[src/rtl/irq_agg_pkg.sv]
package irq_agg_pkg;
   localparam int unsigned IRQ_SRC_COUNT = 13;
   localparam int unsigned IRQ_POS_W     = 5;
   localparam int unsigned IRQ_LVL_W     = 3;

   typedef logic [IRQ_LVL_W-1:0] irq_lvl_t;

   // index 0 sits in the least significant slot
   localparam logic [IRQ_SRC_COUNT*IRQ_POS_W-1:0] IRQ_DEFAULT_POS = {
      5'd23, 5'd21, 5'd26, 5'd27, 5'd28,
      5'd17,
      5'd5, 5'd12, 5'd10, 5'd9, 5'd2, 5'd3, 5'd7 };

   localparam logic [IRQ_SRC_COUNT*IRQ_LVL_W-1:0] IRQ_DEFAULT_LVL = {
      3'd6, 3'd6, 3'd6, 3'd6, 3'd6,
      3'd5,
      3'd3, 3'd3, 3'd3, 3'd3, 3'd3, 3'd3, 3'd3 };
endpackage

[src/rtl/irq_edge_sense.sv]
module irq_edge_sense #(
   parameter int unsigned WIDTH = 1
) (
   input  logic             clk,
   input  logic             rst_n,
   input  logic [WIDTH-1:0] line_in,
   output logic [WIDTH-1:0] rise_o,
   output logic [WIDTH-1:0] fall_o
);
   initial begin
      if (WIDTH < 1) $error("irq_edge_sense: WIDTH must be at least 1");
   end

   logic [WIDTH-1:0] prev_q;

   genvar g;
   generate
      for (g = 0; g < int'(WIDTH); g++) begin : g_line
         always_ff @(posedge clk or negedge rst_n) begin
            if (!rst_n) prev_q[g] <= 1'b0;
            else        prev_q[g] <= line_in[g];
         end
         assign rise_o[g] =  line_in[g] & ~prev_q[g];
         assign fall_o[g] = ~line_in[g] &  prev_q[g];
      end
   endgenerate
endmodule

[src/rtl/irq_status_bank.sv]
module irq_status_bank #(
   parameter int unsigned DATA_W      = 32,
   parameter int unsigned N_SRC       = 13,
   parameter int unsigned POS_W       = 5,
   parameter logic [N_SRC*POS_W-1:0] SRC_POS = '0,
   parameter bit          CTRL_ENABLE = 1'b1,
   parameter int unsigned CTRL_BIT    = 26
) (
   input  logic              clk,
   input  logic              rst_n,
   input  logic              wr_en,
   input  logic [DATA_W-1:0] wdata,
   input  logic [N_SRC-1:0]  src_rise,
   input  logic [N_SRC-1:0]  src_fall,
   input  logic              ctrl_rise,
   input  logic              ctrl_fall,
   output logic [DATA_W-1:0] status_q
);
   logic [DATA_W-1:0] status_d;

   always_comb begin
      status_d = status_q;
      if (wr_en) status_d = wdata;
      for (int i = 0; i < int'(N_SRC); i++) begin
         if (src_rise[i])      status_d[SRC_POS[i*POS_W +: POS_W]] = 1'b1;
         else if (src_fall[i]) status_d[SRC_POS[i*POS_W +: POS_W]] = 1'b0;
      end
      if (CTRL_ENABLE) begin
         if (ctrl_rise)      status_d[CTRL_BIT] = 1'b1;
         else if (ctrl_fall) status_d[CTRL_BIT] = 1'b0;
      end
   end

   always_ff @(posedge clk or negedge rst_n) begin
      if (!rst_n) status_q <= '0;
      else        status_q <= status_d;
   end

   // line edges against the stored bit; R7 is covered by the same-cycle write case
   genvar g;
   generate
      for (g = 0; g < int'(N_SRC); g++) begin : g_chk
         if (!(CTRL_ENABLE && (int'(SRC_POS[g*POS_W +: POS_W]) == int'(CTRL_BIT)))) begin : g_free
            assert_rise_sets_R4: assert property (@(posedge clk) disable iff (!rst_n)
               src_rise[g] |=> status_q[SRC_POS[g*POS_W +: POS_W]]);
            assert_fall_clears_R5: assert property (@(posedge clk) disable iff (!rst_n)
               src_fall[g] |=> !status_q[SRC_POS[g*POS_W +: POS_W]]);
         end
      end
      if (CTRL_ENABLE) begin : g_ctrl_chk
         assert_ctrl_rise_R8: assert property (@(posedge clk) disable iff (!rst_n)
            ctrl_rise |=> status_q[CTRL_BIT]);
         assert_ctrl_fall_R8: assert property (@(posedge clk) disable iff (!rst_n)
            ctrl_fall |=> !status_q[CTRL_BIT]);
      end
   endgenerate

   assert_status_write_R3: assert property (@(posedge clk) disable iff (!rst_n)
      (wr_en && (src_rise == '0) && (src_fall == '0) && !ctrl_rise && !ctrl_fall)
      |=> status_q == $past(wdata));
endmodule

[src/rtl/irq_level_encoder.sv]
module irq_level_encoder #(
   parameter int unsigned DATA_W = 32,
   parameter int unsigned N_SRC  = 13,
   parameter int unsigned POS_W  = 5,
   parameter int unsigned LVL_W  = 3,
   parameter logic [N_SRC*POS_W-1:0] SRC_POS   = '0,
   parameter logic [N_SRC*LVL_W-1:0] SRC_LEVEL = '0
) (
   input  logic [DATA_W-1:0] status_i,
   input  logic [DATA_W-1:0] mask_i,
   output logic [LVL_W-1:0]  level_o
);
   logic [N_SRC-1:0] live;

   genvar g;
   generate
      for (g = 0; g < int'(N_SRC); g++) begin : g_live
         assign live[g] = status_i[SRC_POS[g*POS_W +: POS_W]] &
                          mask_i[SRC_POS[g*POS_W +: POS_W]];
      end
   endgenerate

   always_comb begin
      level_o = '0;
      for (int i = 0; i < int'(N_SRC); i++) begin
         if (live[i] && (SRC_LEVEL[i*LVL_W +: LVL_W] > level_o))
            level_o = SRC_LEVEL[i*LVL_W +: LVL_W];
      end
   end
endmodule

[src/rtl/irq_prio_aggregator.sv]
module irq_prio_aggregator
   import irq_agg_pkg::*;
#(
   parameter int unsigned DATA_W      = 32,
   parameter int unsigned ADDR_W      = 16,
   parameter int unsigned N_SRC       = IRQ_SRC_COUNT,
   parameter int unsigned POS_W       = IRQ_POS_W,
   parameter int unsigned LVL_W       = IRQ_LVL_W,
   parameter logic [N_SRC*POS_W-1:0] SRC_POS   = IRQ_DEFAULT_POS,
   parameter logic [N_SRC*LVL_W-1:0] SRC_LEVEL = IRQ_DEFAULT_LVL,
   parameter logic [ADDR_W-1:0] STATUS_OFS = 16'h7000,
   parameter logic [ADDR_W-1:0] MASK_OFS   = 16'h7800,
   parameter bit          CTRL_ENABLE = 1'b1,
   parameter int unsigned CTRL_BIT    = 26
) (
   input  logic              clk,
   input  logic              rst_n,
   input  logic [N_SRC-1:0]  src_irq,
   input  logic              dma_ctl_en,
   input  logic [ADDR_W-1:0] bus_addr,
   input  logic              bus_wr,
   input  logic [DATA_W-1:0] bus_wdata,
   output logic [DATA_W-1:0] bus_rdata,
   output logic [LVL_W-1:0]  irq_level
);
   function automatic logic [DATA_W-1:0] owned_bits();
      logic [DATA_W-1:0] m;
      m = '0;
      for (int i = 0; i < int'(N_SRC); i++) m[SRC_POS[i*POS_W +: POS_W]] = 1'b1;
      return m;
   endfunction

   localparam logic [DATA_W-1:0] OWNED = owned_bits();

   // elaboration-time parameter checks
   initial begin
      if ((1 << POS_W) < DATA_W) $error("POS_W too narrow for DATA_W");
      if (STATUS_OFS == MASK_OFS) $error("status and mask offsets collide");
      if (CTRL_ENABLE && (CTRL_BIT >= DATA_W)) $error("CTRL_BIT out of range");
   end

   genvar gi, gj;
   generate
      for (gi = 0; gi < int'(N_SRC); gi++) begin : g_pchk
         if (int'(SRC_POS[gi*POS_W +: POS_W]) >= int'(DATA_W)) begin : g_range
            initial $error("source bit position out of range");
         end
         if (SRC_LEVEL[gi*LVL_W +: LVL_W] == '0) begin : g_zero
            initial $error("source level must be nonzero");
         end
         for (gj = gi + 1; gj < int'(N_SRC); gj++) begin : g_dup
            if (SRC_POS[gi*POS_W +: POS_W] == SRC_POS[gj*POS_W +: POS_W]) begin : g_hit
               initial $error("two sources share a status bit");
            end
         end
      end
   endgenerate

   logic              hit_status;
   logic              hit_mask;
   logic [N_SRC-1:0]  src_rise;
   logic [N_SRC-1:0]  src_fall;
   logic              ctrl_rise;
   logic              ctrl_fall;
   logic [DATA_W-1:0] status_q;
   logic [DATA_W-1:0] mask_q;

   assign hit_status = (bus_addr == STATUS_OFS);
   assign hit_mask   = (bus_addr == MASK_OFS);

   irq_edge_sense #(.WIDTH(N_SRC)) u_src_edge (
      .clk     (clk),
      .rst_n   (rst_n),
      .line_in (src_irq),
      .rise_o  (src_rise),
      .fall_o  (src_fall)
   );

   generate
      if (CTRL_ENABLE) begin : g_ctrl
         irq_edge_sense #(.WIDTH(1)) u_ctrl_edge (
            .clk     (clk),
            .rst_n   (rst_n),
            .line_in (dma_ctl_en),
            .rise_o  (ctrl_rise),
            .fall_o  (ctrl_fall)
         );
      end else begin : g_no_ctrl
         assign ctrl_rise = 1'b0;
         assign ctrl_fall = 1'b0;
      end
   endgenerate

   irq_status_bank #(
      .DATA_W      (DATA_W),
      .N_SRC       (N_SRC),
      .POS_W       (POS_W),
      .SRC_POS     (SRC_POS),
      .CTRL_ENABLE (CTRL_ENABLE),
      .CTRL_BIT    (CTRL_BIT)
   ) u_status (
      .clk       (clk),
      .rst_n     (rst_n),
      .wr_en     (bus_wr & hit_status),
      .wdata     (bus_wdata),
      .src_rise  (src_rise),
      .src_fall  (src_fall),
      .ctrl_rise (ctrl_rise),
      .ctrl_fall (ctrl_fall),
      .status_q  (status_q)
   );

   always_ff @(posedge clk or negedge rst_n) begin
      if (!rst_n)                  mask_q <= '0;
      else if (bus_wr && hit_mask) mask_q <= bus_wdata;
   end

   always_comb begin
      if (hit_status)    bus_rdata = status_q;
      else if (hit_mask) bus_rdata = mask_q;
      else               bus_rdata = '0;
   end

   irq_level_encoder #(
      .DATA_W    (DATA_W),
      .N_SRC     (N_SRC),
      .POS_W     (POS_W),
      .LVL_W     (LVL_W),
      .SRC_POS   (SRC_POS),
      .SRC_LEVEL (SRC_LEVEL)
   ) u_enc (
      .status_i (status_q),
      .mask_i   (mask_q),
      .level_o  (irq_level)
   );

   assert_mask_write_R2: assert property (@(posedge clk) disable iff (!rst_n)
      (bus_wr && hit_mask) |=> mask_q == $past(bus_wdata));

   assert_mask_hold_R9: assert property (@(posedge clk) disable iff (!rst_n)
      !(bus_wr && hit_mask) |=> $stable(mask_q));

   assert_level_idle_R6: assert property (@(posedge clk) disable iff (!rst_n)
      ((status_q & mask_q & OWNED) == '0) |-> (irq_level == '0));

   assert_level_cause_R6: assert property (@(posedge clk) disable iff (!rst_n)
      (irq_level != '0) |-> ((status_q & mask_q & OWNED) != '0));
endmodule

[config.mk]
export PLATFORM = sky130hd
export DESIGN_NAME = irq_prio_aggregator
export DESIGN_NICKNAME = d
export VERILOG_FILES = /design/src/rtl/irq_agg_pkg.sv /design/src/rtl/irq_edge_sense.sv /design/src/rtl/irq_status_bank.sv /design/src/rtl/irq_level_encoder.sv /design/src/rtl/irq_prio_aggregator.sv
export SDC_FILE = /design/constraint.sdc
export NUM_CORES = 1
export LEC_CHECK = 0
export ABC_AREA = 1
export CORE_ASPECT_RATIO = 1.4
export CORE_UTILIZATION = 50
export CTS_CLUSTER_SIZE = 8
export DETAILED_ROUTE_END_ITERATION = 6
export PLACE_DENSITY_LB_ADDON = 0.08
export SLEW_MARGIN = 20
export SYNTH_ARGS = -nofsm -noshare
export SYNTH_HDL_FRONTEND = slang
export SYNTH_SLANG_ARGS = --single-unit
export TNS_END_PERCENT = 5
[constraint.sdc]
create_clock -name clk -period 3.1 [get_ports clk]
set_input_delay 0.93 -clock clk [delete_from_list [all_inputs] [get_ports clk]]
set_output_delay 0.93 -clock clk [all_outputs]
set_load 0.01 [all_outputs]
==> summary.txt, run 1 <==
Run status
  • Outcome: finished, violations left
  • Failing checks: negative setup slack

Detailed routing
  • Number of iterations in the first detailed-routing pass: 4
  • Wire length reported by the detailed router: 9910 um
  • Antenna-violating nets left: 0
  • Detail-routed net length per standard cell: 13.5 um
  • DR iter-0 viols: 161
  • Remaining routing DRC violations: 0
  • Drt via density: 5.02
  • Total number of vias: 3677

Clocking
  • Cell at the root of the clock tree: sky130_fd_sc_hd__clkbuf_8
  • TritonCTS clock tree: done
  • Maximum buffer depth of the clock tree: 2
  • CTS Hold Buffers Added: 0
  • Inserted Clock Buffers: 9
  • Insertion delay to the later sink of the worst-skew pair: 360 ps
  • Clock-pin slew on the worst setup and hold paths: 80 ps
  • H-Tree Level Count: 3
  • Clock sinks: 78

Critical path
  • Worst Path Required: 2170 ps
  • Worst-path maximum fanout: 6
  • Kind of critical path: primary input to output pin
  • Crit-path slowest cell: sky130_fd_sc_hd__and3_4
  • Startpoint class of the critical path: primary input
  • Data arrival time of the worst path: 2180 ps
  • Chain of cells forming the critical path: buf_6 -> inv_2 -> nand2_2 -> nor2_4 -> and3_4 -> nand3_4 -> nor3_4 -> buf_6 -> buf_8 -> nand2_2 -> nand2_1 -> buf_2
  • Stage delay of the slowest cell on the critical path: 200 ps
  • Nature of the critical path endpoint: output pin

Floorplanning
  • Die Y-Extent: 108 um
  • Starting Density: 0.517
  • Boundary Pins: 100
  • Total core area: 7800 sq um
  • Placement row count: 38
  • Die outline width: 77.9 um
  • Die ar.: 8440 sq um

STA
  • FMAX: 321 MHz
  • Max-slew violations: 0
  • Minimum setup slack in the final design: -13.6 ps
  • Clock skew: 9.84 ps
  • Share of the clock period used by the worst path: 1.00
  • Post-route minimum period: 3110 ps
  • RSZ-0062 raised after global routing: yes
  • Final Hold Vio Count: 0
  • Max-slew headroom at the worst pin: 0.586
  • Endpoints failing setup: 2
  • Measured slew at the worst slew-check pin: 621 ps

Synthesis
  • Share of the synthesized area in the top cell type: 0.484
  • Primary FF master, synth: sky130_fd_sc_hd__dfrtp_1
  • Top cells by area, synth: sky130_fd_sc_hd__dfrtp_1, sky130_fd_sc_hd__nand2_1, sky130_fd_sc_hd__ha_1
  • Share of async-settable or async-resettable flops after synthesis: 1.00
  • Syn. warnings: 0
  • Number of library cell types mapped by synthesis: 24
  • Top post-synthesis cells by count: sky130_fd_sc_hd__nand2_1, sky130_fd_sc_hd__dfrtp_1, sky130_fd_sc_hd__inv_1
  • EDFF count, synth: 0
  • Cell taking the most area after synthesis: sky130_fd_sc_hd__dfrtp_1
  • Post-synthesis sequential area ratio: 0.484
  • Total standard cell area after synthesis: 4040 sq um
  • Net count of the mapped netlist: 594
  • Post-synthesis area per instance: 8.05 sq um
  • Number of instances in the synthesized netlist: 501
  • #FFs+latches synth: 78
  • Top-count cell post-synth: sky130_fd_sc_hd__nand2_1

Place
  • DP Cell Count: 699
  • Pre-CTS WS: -751 ps
  • Placed wire-length estimate: 6610 um
  • Port Buf Inserts: 99
  • Final estimated routing congestion in global placement: 0.769

Power and ir drop
  • Switching pwr: 488 uW
  • Internal power: 1640 uW
  • Areal power density over the cells: 380 nW/um^2
  • IR Drop Worst-Case VDD: 0.292 mV
  • Clock power share: 0.388
  • Sequential share of power: 0.504
  • Combinational fraction of design power: 0.108
  • Pleak: 0.00305 uW
  • Switching fraction of total power: 0.230

Final layout
  • Count of inserted antenna diode cells: 0
  • Non-filler instance count after layout: 733
  • Proportion of layout cells with a drive suffix above 1: 0.232
  • Synth-to-layout area growth: 38.5%
  • Share of the core filled with cells in the final layout: 0.717
  • Net count of the finished layout: 723

Worst hold path
  • Worst min-delay path category: flop to flop

Global routing
  • Global-route usage over all layers: 0.256
  • Global-route wire length before repair: 16500 um
  • Largest net degree at the start of global routing: 65
  • Number of antenna violations at the first check in global routing: 0
  • Via count of the first global-routing pass: 3586
  • Congestion Overflow GR: 0

Run
  • Number of max-cap violations: 0
==> critical path, delay by kind of cell <==
family        cells  cell delay [ps]
simple gates      7              690
buf+inv           5              560
==> registers in the layout, summed over array words and instances, names as in the netlist <==
register / flops
u_status.status_q: 32
g_ctrl.u_ctrl_edge.prev_q: 1
u_src_edge.prev_q: 13
mask_q: 32
==> cell families (layout without fill, tap and decap cells) <==
group	Yosys count	in the layout	synth area share
buffers and inverters	89	221	0.0884
DFF	78	78	0.484
adders and majority gates	28	28	0.0868
AOI/OAI and AO/OA	69	69	0.0955
and+or+nand+nor	237	237	0.246
==> area by class of cell <==
cell class / instances / area [sq um]
Tap cell: 100 / 125
Inverter: 70 / 263
Multi-Input combinational cell: 334 / 1860
Timing Repair Buffer: 137 / 1180
Clock buffer: 10 / 138
Fill cell: 646 / 2210
Clock inverter: 4 / 72.6
Sequential cell: 78 / 1950
==> worst paths after layout <==
path	startpoint	cells past startpoint	endpoint	slack, ps
max in group asynchronous	rst_n	2	u_status.status_q[27]$_DFFE_PN0P_	1840
setup / recovery	bus_addr[15]	12	bus_rdata[10]	-10
min in group asynchronous	rst_n	1	g_ctrl.u_ctrl_edge.prev_q$_DFF_PN0_	560
hold / removal	mask_q[16]$_DFFE_PN0P_	2	mask_q[16]$_DFFE_PN0P_	490
hold reg to reg	mask_q[16]$_DFFE_PN0P_	2	mask_q[16]$_DFFE_PN0P_	490
setup reg to reg	u_src_edge.prev_q[10]$_DFF_PN0_	5	u_status.status_q[26]$_DFFE_PN0P_	1840
==> power by group through the flow <==
stage / Combinational [uW] / Sequential [uW] / Clock, uW
final: 229 / 1070 / 825
after CTS: 224 / 1070 / 838
after global placement: 205 / 1090 / 0
after detailed placement: 214 / 1090 / 0
after floorplan: 83.6 / 1080 / 0
after global routing: 260 / 1080 / 885
==> routing by layer <==
metal  up-vias  global-route usage  wire, um
met5         -                   0         0
met4         0               0.101       248
met3        18              0.0540       515
met2       113               0.435      4930
met1      1746               0.320      4210
li1       1800                   -         -
==> metrics by stage <==
stage          cell area (sq um)  power, uW  TNS, ps  hold WS [ps]
4_1_cts                     5540       2130    -3060           492
2_1_floorplan               4040       1170        0           453
6_report                    5590       2120    -13.9           491
3_3_place_gp                5200       1290   -22730           466
3_5_place_dp                5200       1300   -23060           474
5_1_grt                     5590       2220    -2370           505
==> cells in the final DEF (no fill, tap or decap), types with 2 or more instances in the layout <==
master,Yosys,routed
sky130_fd_sc_hd__inv_1,70,67
sky130_fd_sc_hd__o21ai_1,10,10
sky130_fd_sc_hd__ha_1,28,28
sky130_fd_sc_hd__buf_2,9,28
sky130_fd_sc_hd__dlygate4sd2_1,0,8
sky130_fd_sc_hd__nand2_1,193,169
sky130_fd_sc_hd__nand2_2,0,24
sky130_fd_sc_hd__nor2_1,7,3
sky130_fd_sc_hd__buf_4,3,27
sky130_fd_sc_hd__bufinv_16,0,2
sky130_fd_sc_hd__nand3_1,13,13
sky130_fd_sc_hd__clkdlybuf4s50_1,0,50
sky130_fd_sc_hd__inv_2,0,3
sky130_fd_sc_hd__dfrtp_1,78,78
sky130_fd_sc_hd__buf_8,0,5
sky130_fd_sc_hd__o21ai_0,42,42
sky130_fd_sc_hd__clkbuf_8,0,10
sky130_fd_sc_hd__nor2_2,3,3
sky130_fd_sc_hd__a21oi_1,2,2
sky130_fd_sc_hd__or2_2,13,13
sky130_fd_sc_hd__buf_6,0,16
sky130_fd_sc_hd__nor3_4,1,2
sky130_fd_sc_hd__o211ai_1,12,12
sky130_fd_sc_hd__nand4_1,2,2
sky130_fd_sc_hd__clkbuf_2,0,3
sky130_fd_sc_hd__nor2_4,0,4
==> what timing repair did <==
action / 4_1_cts / 5_1_grt
pin swaps: 20 / 18
buffers inserted: 19 / 2
gates cloned: 3 / 0
setup endpoints to repair: 32 / 92
resized for setup: 198 / 35
Power figures use the tool's default switching activity.
==> run 2, diff against run 1 <==
CORE_MARGIN = 5   (was not set)
==> summary.txt, run 2 (synthesized netlist as in run 1, its figures left out) <==
Run status
  • Outcome: finished, violations left
  • Failing checks: negative setup slack

Power and ir drop
  • Pleak: 0.00325 uW (+6.8%)
  • IR Drop Worst-Case VDD: 0.327 mV (+12%)
  • Areal power density over the cells: 360 nW/um^2 (-5.4%)

Final layout
  • Final non-filler cell area: 5970 sq um (+6.8%)
  • Net count of the finished layout: 743 (+2.8%)
  • Most frequent cells in the layout: sky130_fd_sc_hd__nand2_1, sky130_fd_sc_hd__dfrtp_1, sky130_fd_sc_hd__inv_1
  • Proportion of layout cells with a drive suffix above 1: 0.279 (+0.0472)
  • Synth-to-layout area growth: 47.9%
  • Filler Cell Count: 569 (-12%)
  • Largest registers: mask_q: 32 flops, u_status.status_q: 32 flops, u_src_edge.prev_q: 13 flops
  • Count of inserted antenna diode cells: 0 (unchanged)
  • Most common library cell in the layout ignoring fill and taps: sky130_fd_sc_hd__nand2_1

Global routing
  • Congestion Overflow GR: 0 (unchanged)
  • Global-route wire length before repair: 18800 um (+14%)
  • Met2 GRT Util: 0.409 (-0.0262)
  • Via count of the first global-routing pass: 3904 (+8.9%)
  • Number of antenna violations at the first check in global routing: 0 (unchanged)
  • Peak-usage layer in the global routing report: met2
  • Global-route usage over all layers: 0.244 (-0.0122)
  • Largest net degree at the start of global routing: 61 (-6.2%)
  • GR Layer Usage met1: 0.301 (-0.0194)
  • Met3 Track Usage GR: 0.0572 (+0.00315)

Worst hold path
  • Worst min-delay path category: flop to flop
  • Worst Min Path Start: u_status.status_q[11]$_DFFE_PN0P_
  • Hold path endpoint: u_status.status_q[11]$_DFFE_PN0P_
  • Number of cells traversed by the worst hold path: 2 (unchanged)

Critical path
  • Worst-path maximum fanout: 7 (+1)
  • Startpoint class of the critical path: primary input
  • Kind of critical path: primary input to output pin
  • Worst Path Required: 2170 ps (about the same)
  • Count of cells along the worst register-to-register path: 5 (unchanged)
  • Flop2flop setup slack: 1830 ps (about the same)
  • Data arrival time of the worst path: 2300 ps (+120 ps)
  • Startpoint of the lowest-slack register-to-register path: u_src_edge.prev_q[10]$_DFF_PN0_
  • Nature of the critical path endpoint: output pin
  • Reg2reg end: u_status.status_q[26]$_DFFE_PN0P_

Detailed routing
  • Drt via density: 5.12 (+2.0%)
  • Total number of vias: 3863 (+5.1%)
  • Detail-routed net length per standard cell: 16.5 um (+22%)
  • Antenna-violating nets left: 0 (unchanged)
  • Number of iterations in the first detailed-routing pass: 4 (unchanged)
  • DR iter-0 viols: 275 (+71%)
  • Remaining routing DRC violations: 0 (unchanged)
  • Wire length reported by the detailed router: 12500 um (+26%)

STA
  • Share of the clock period used by the worst path: 1.04 (+0.0369)
  • Measured slew at the worst slew-check pin: 629 ps (+8.03 ps)
  • Clock skew: 6.30 ps (-3.54 ps)
  • FMAX: 310 MHz (-3.5%)
  • Endpoints failing setup: 32 (+30)
  • Minimum setup slack in the final design: -128 ps (-114 ps)
  • Setup tns final: -2810 ps (-2790 ps)
  • Post-route minimum period: 3230 ps (+114 ps)
  • Max-slew violations: 0 (unchanged)
  • RSZ-0062 raised after global routing: yes
  • Final Hold Vio Count: 0 (unchanged)
  • Max-slew headroom at the worst pin: 0.580 (-0.00535)

Place
  • Port Buf Inserts: 99 (unchanged)
  • Final estimated routing congestion in global placement: 0.806 (+4.7%)
  • Placed wire-length estimate: 6820 um (+3.2%)
  • Post-place instance area: 5210 sq um (+0.14%)
  • Pre-CTS WS: -747 ps (+4.08 ps)

Clocking
  • TritonCTS clock tree: done
  • Maximum buffer depth of the clock tree: 2 (unchanged)
  • Clock sinks: 78 (unchanged)
  • Cell at the root of the clock tree: sky130_fd_sc_hd__clkbuf_8
  • Inserted Clock Buffers: 9 (unchanged)
  • CTS Hold Buffers Added: 0 (unchanged)
  • Clock-pin slew on the worst setup and hold paths: 80 ps (about the same)
  • Insertion delay to the later sink of the worst-skew pair: 350 ps (about the same)
  • H-Tree Level Count: 3 (unchanged)

Run
  • Number of max-cap violations: 0 (unchanged)

Floorplanning
  • Starting Density: 0.517 (unchanged)
  • Placement row count: 38 (unchanged)
  • Die Y-Extent: 116 um (+7.4%)
  • Die ar.: 9990 sq um (+18%)
  • Total core area: 7800 sq um (unchanged)
  • Die outline width: 85.9 um (+10%)
  • Boundary Pins: 100 (unchanged)
[run 2: through the flow]
stage                     hold WS, ps  cells   util  power, uW
after floorplan                   453    501      -       1170
after global placement            466    695  0.668       1300
after detailed placement          473    695  0.668       1300
after CTS                         493    749  0.733       2140
after global routing              517    755  0.765       2240
final                             492    755  0.765       2150
[run 2: worst max-delay path by stage]
stage / startpoint / end / slack (ps)
2_1_floorplan: bus_addr[15] / bus_rdata[10] / 240
4_1_cts: bus_addr[15] / bus_rdata[19] / -190
3_5_place_dp: bus_addr[13] / bus_rdata[12] / -750
3_3_place_gp: bus_addr[13] / bus_rdata[12] / -730
5_1_grt: bus_addr[15] / bus_rdata[9] / -180
6_report: bus_addr[6] / bus_rdata[20] / -130
[run 2: cell type report]
| cell class | instances | area [sq um] | area share |
|---|---|---|---|
| tap | 100 | 125 | 0.0210 |
| timing repair buffer | 156 | 1490 | 0.250 |
| clock inverter | 2 | 37.5 | 0.00629 |
| clock buffer | 14 | 183 | 0.0306 |
| multi-input combinational | 335 | 1920 | 0.321 |
| inverter | 70 | 263 | 0.0440 |
| sequential | 78 | 1950 | 0.327 |
[run 2: worst max-delay path: stages]
cell and delay (ps):
sky130_fd_sc_hd__dlygate4sd2_1 260, sky130_fd_sc_hd__nor2_4 200, sky130_fd_sc_hd__nand3_4 120, sky130_fd_sc_hd__buf_6 130
sky130_fd_sc_hd__nor2_4 130, sky130_fd_sc_hd__buf_6 140, sky130_fd_sc_hd__buf_12 140, sky130_fd_sc_hd__nand2_2 60
sky130_fd_sc_hd__nand2_2 80, sky130_fd_sc_hd__buf_6 100
[run 2: per-layer routing]
layer / share of wire / wire [um] / up-vias
li1: - / - / 1861
met1: 0.39 / 4920 / 1845
met2: 0.52 / 6520 / 140
met3: 0.063 / 792 / 17
met4: 0.020 / 247 / 0
met5: 0 / 0 / -
[run 2: repair_timing]
item	4_1_cts	5_1_grt
setup endpoints to repair	32	97
buffers inserted	34	5
resized for setup	185	65
pin swaps	26	32
gates cloned	5	6
[run 2: power by group]
part | leakage (uW) | internal, uW | switching [uW]
Sequential | 0.00104 | 1050 | 25.9
Clock | 0.000109 | 461 | 367
Combinational | 0.00210 | 133 | 113
Total | 0.00325 | 1640 | 506
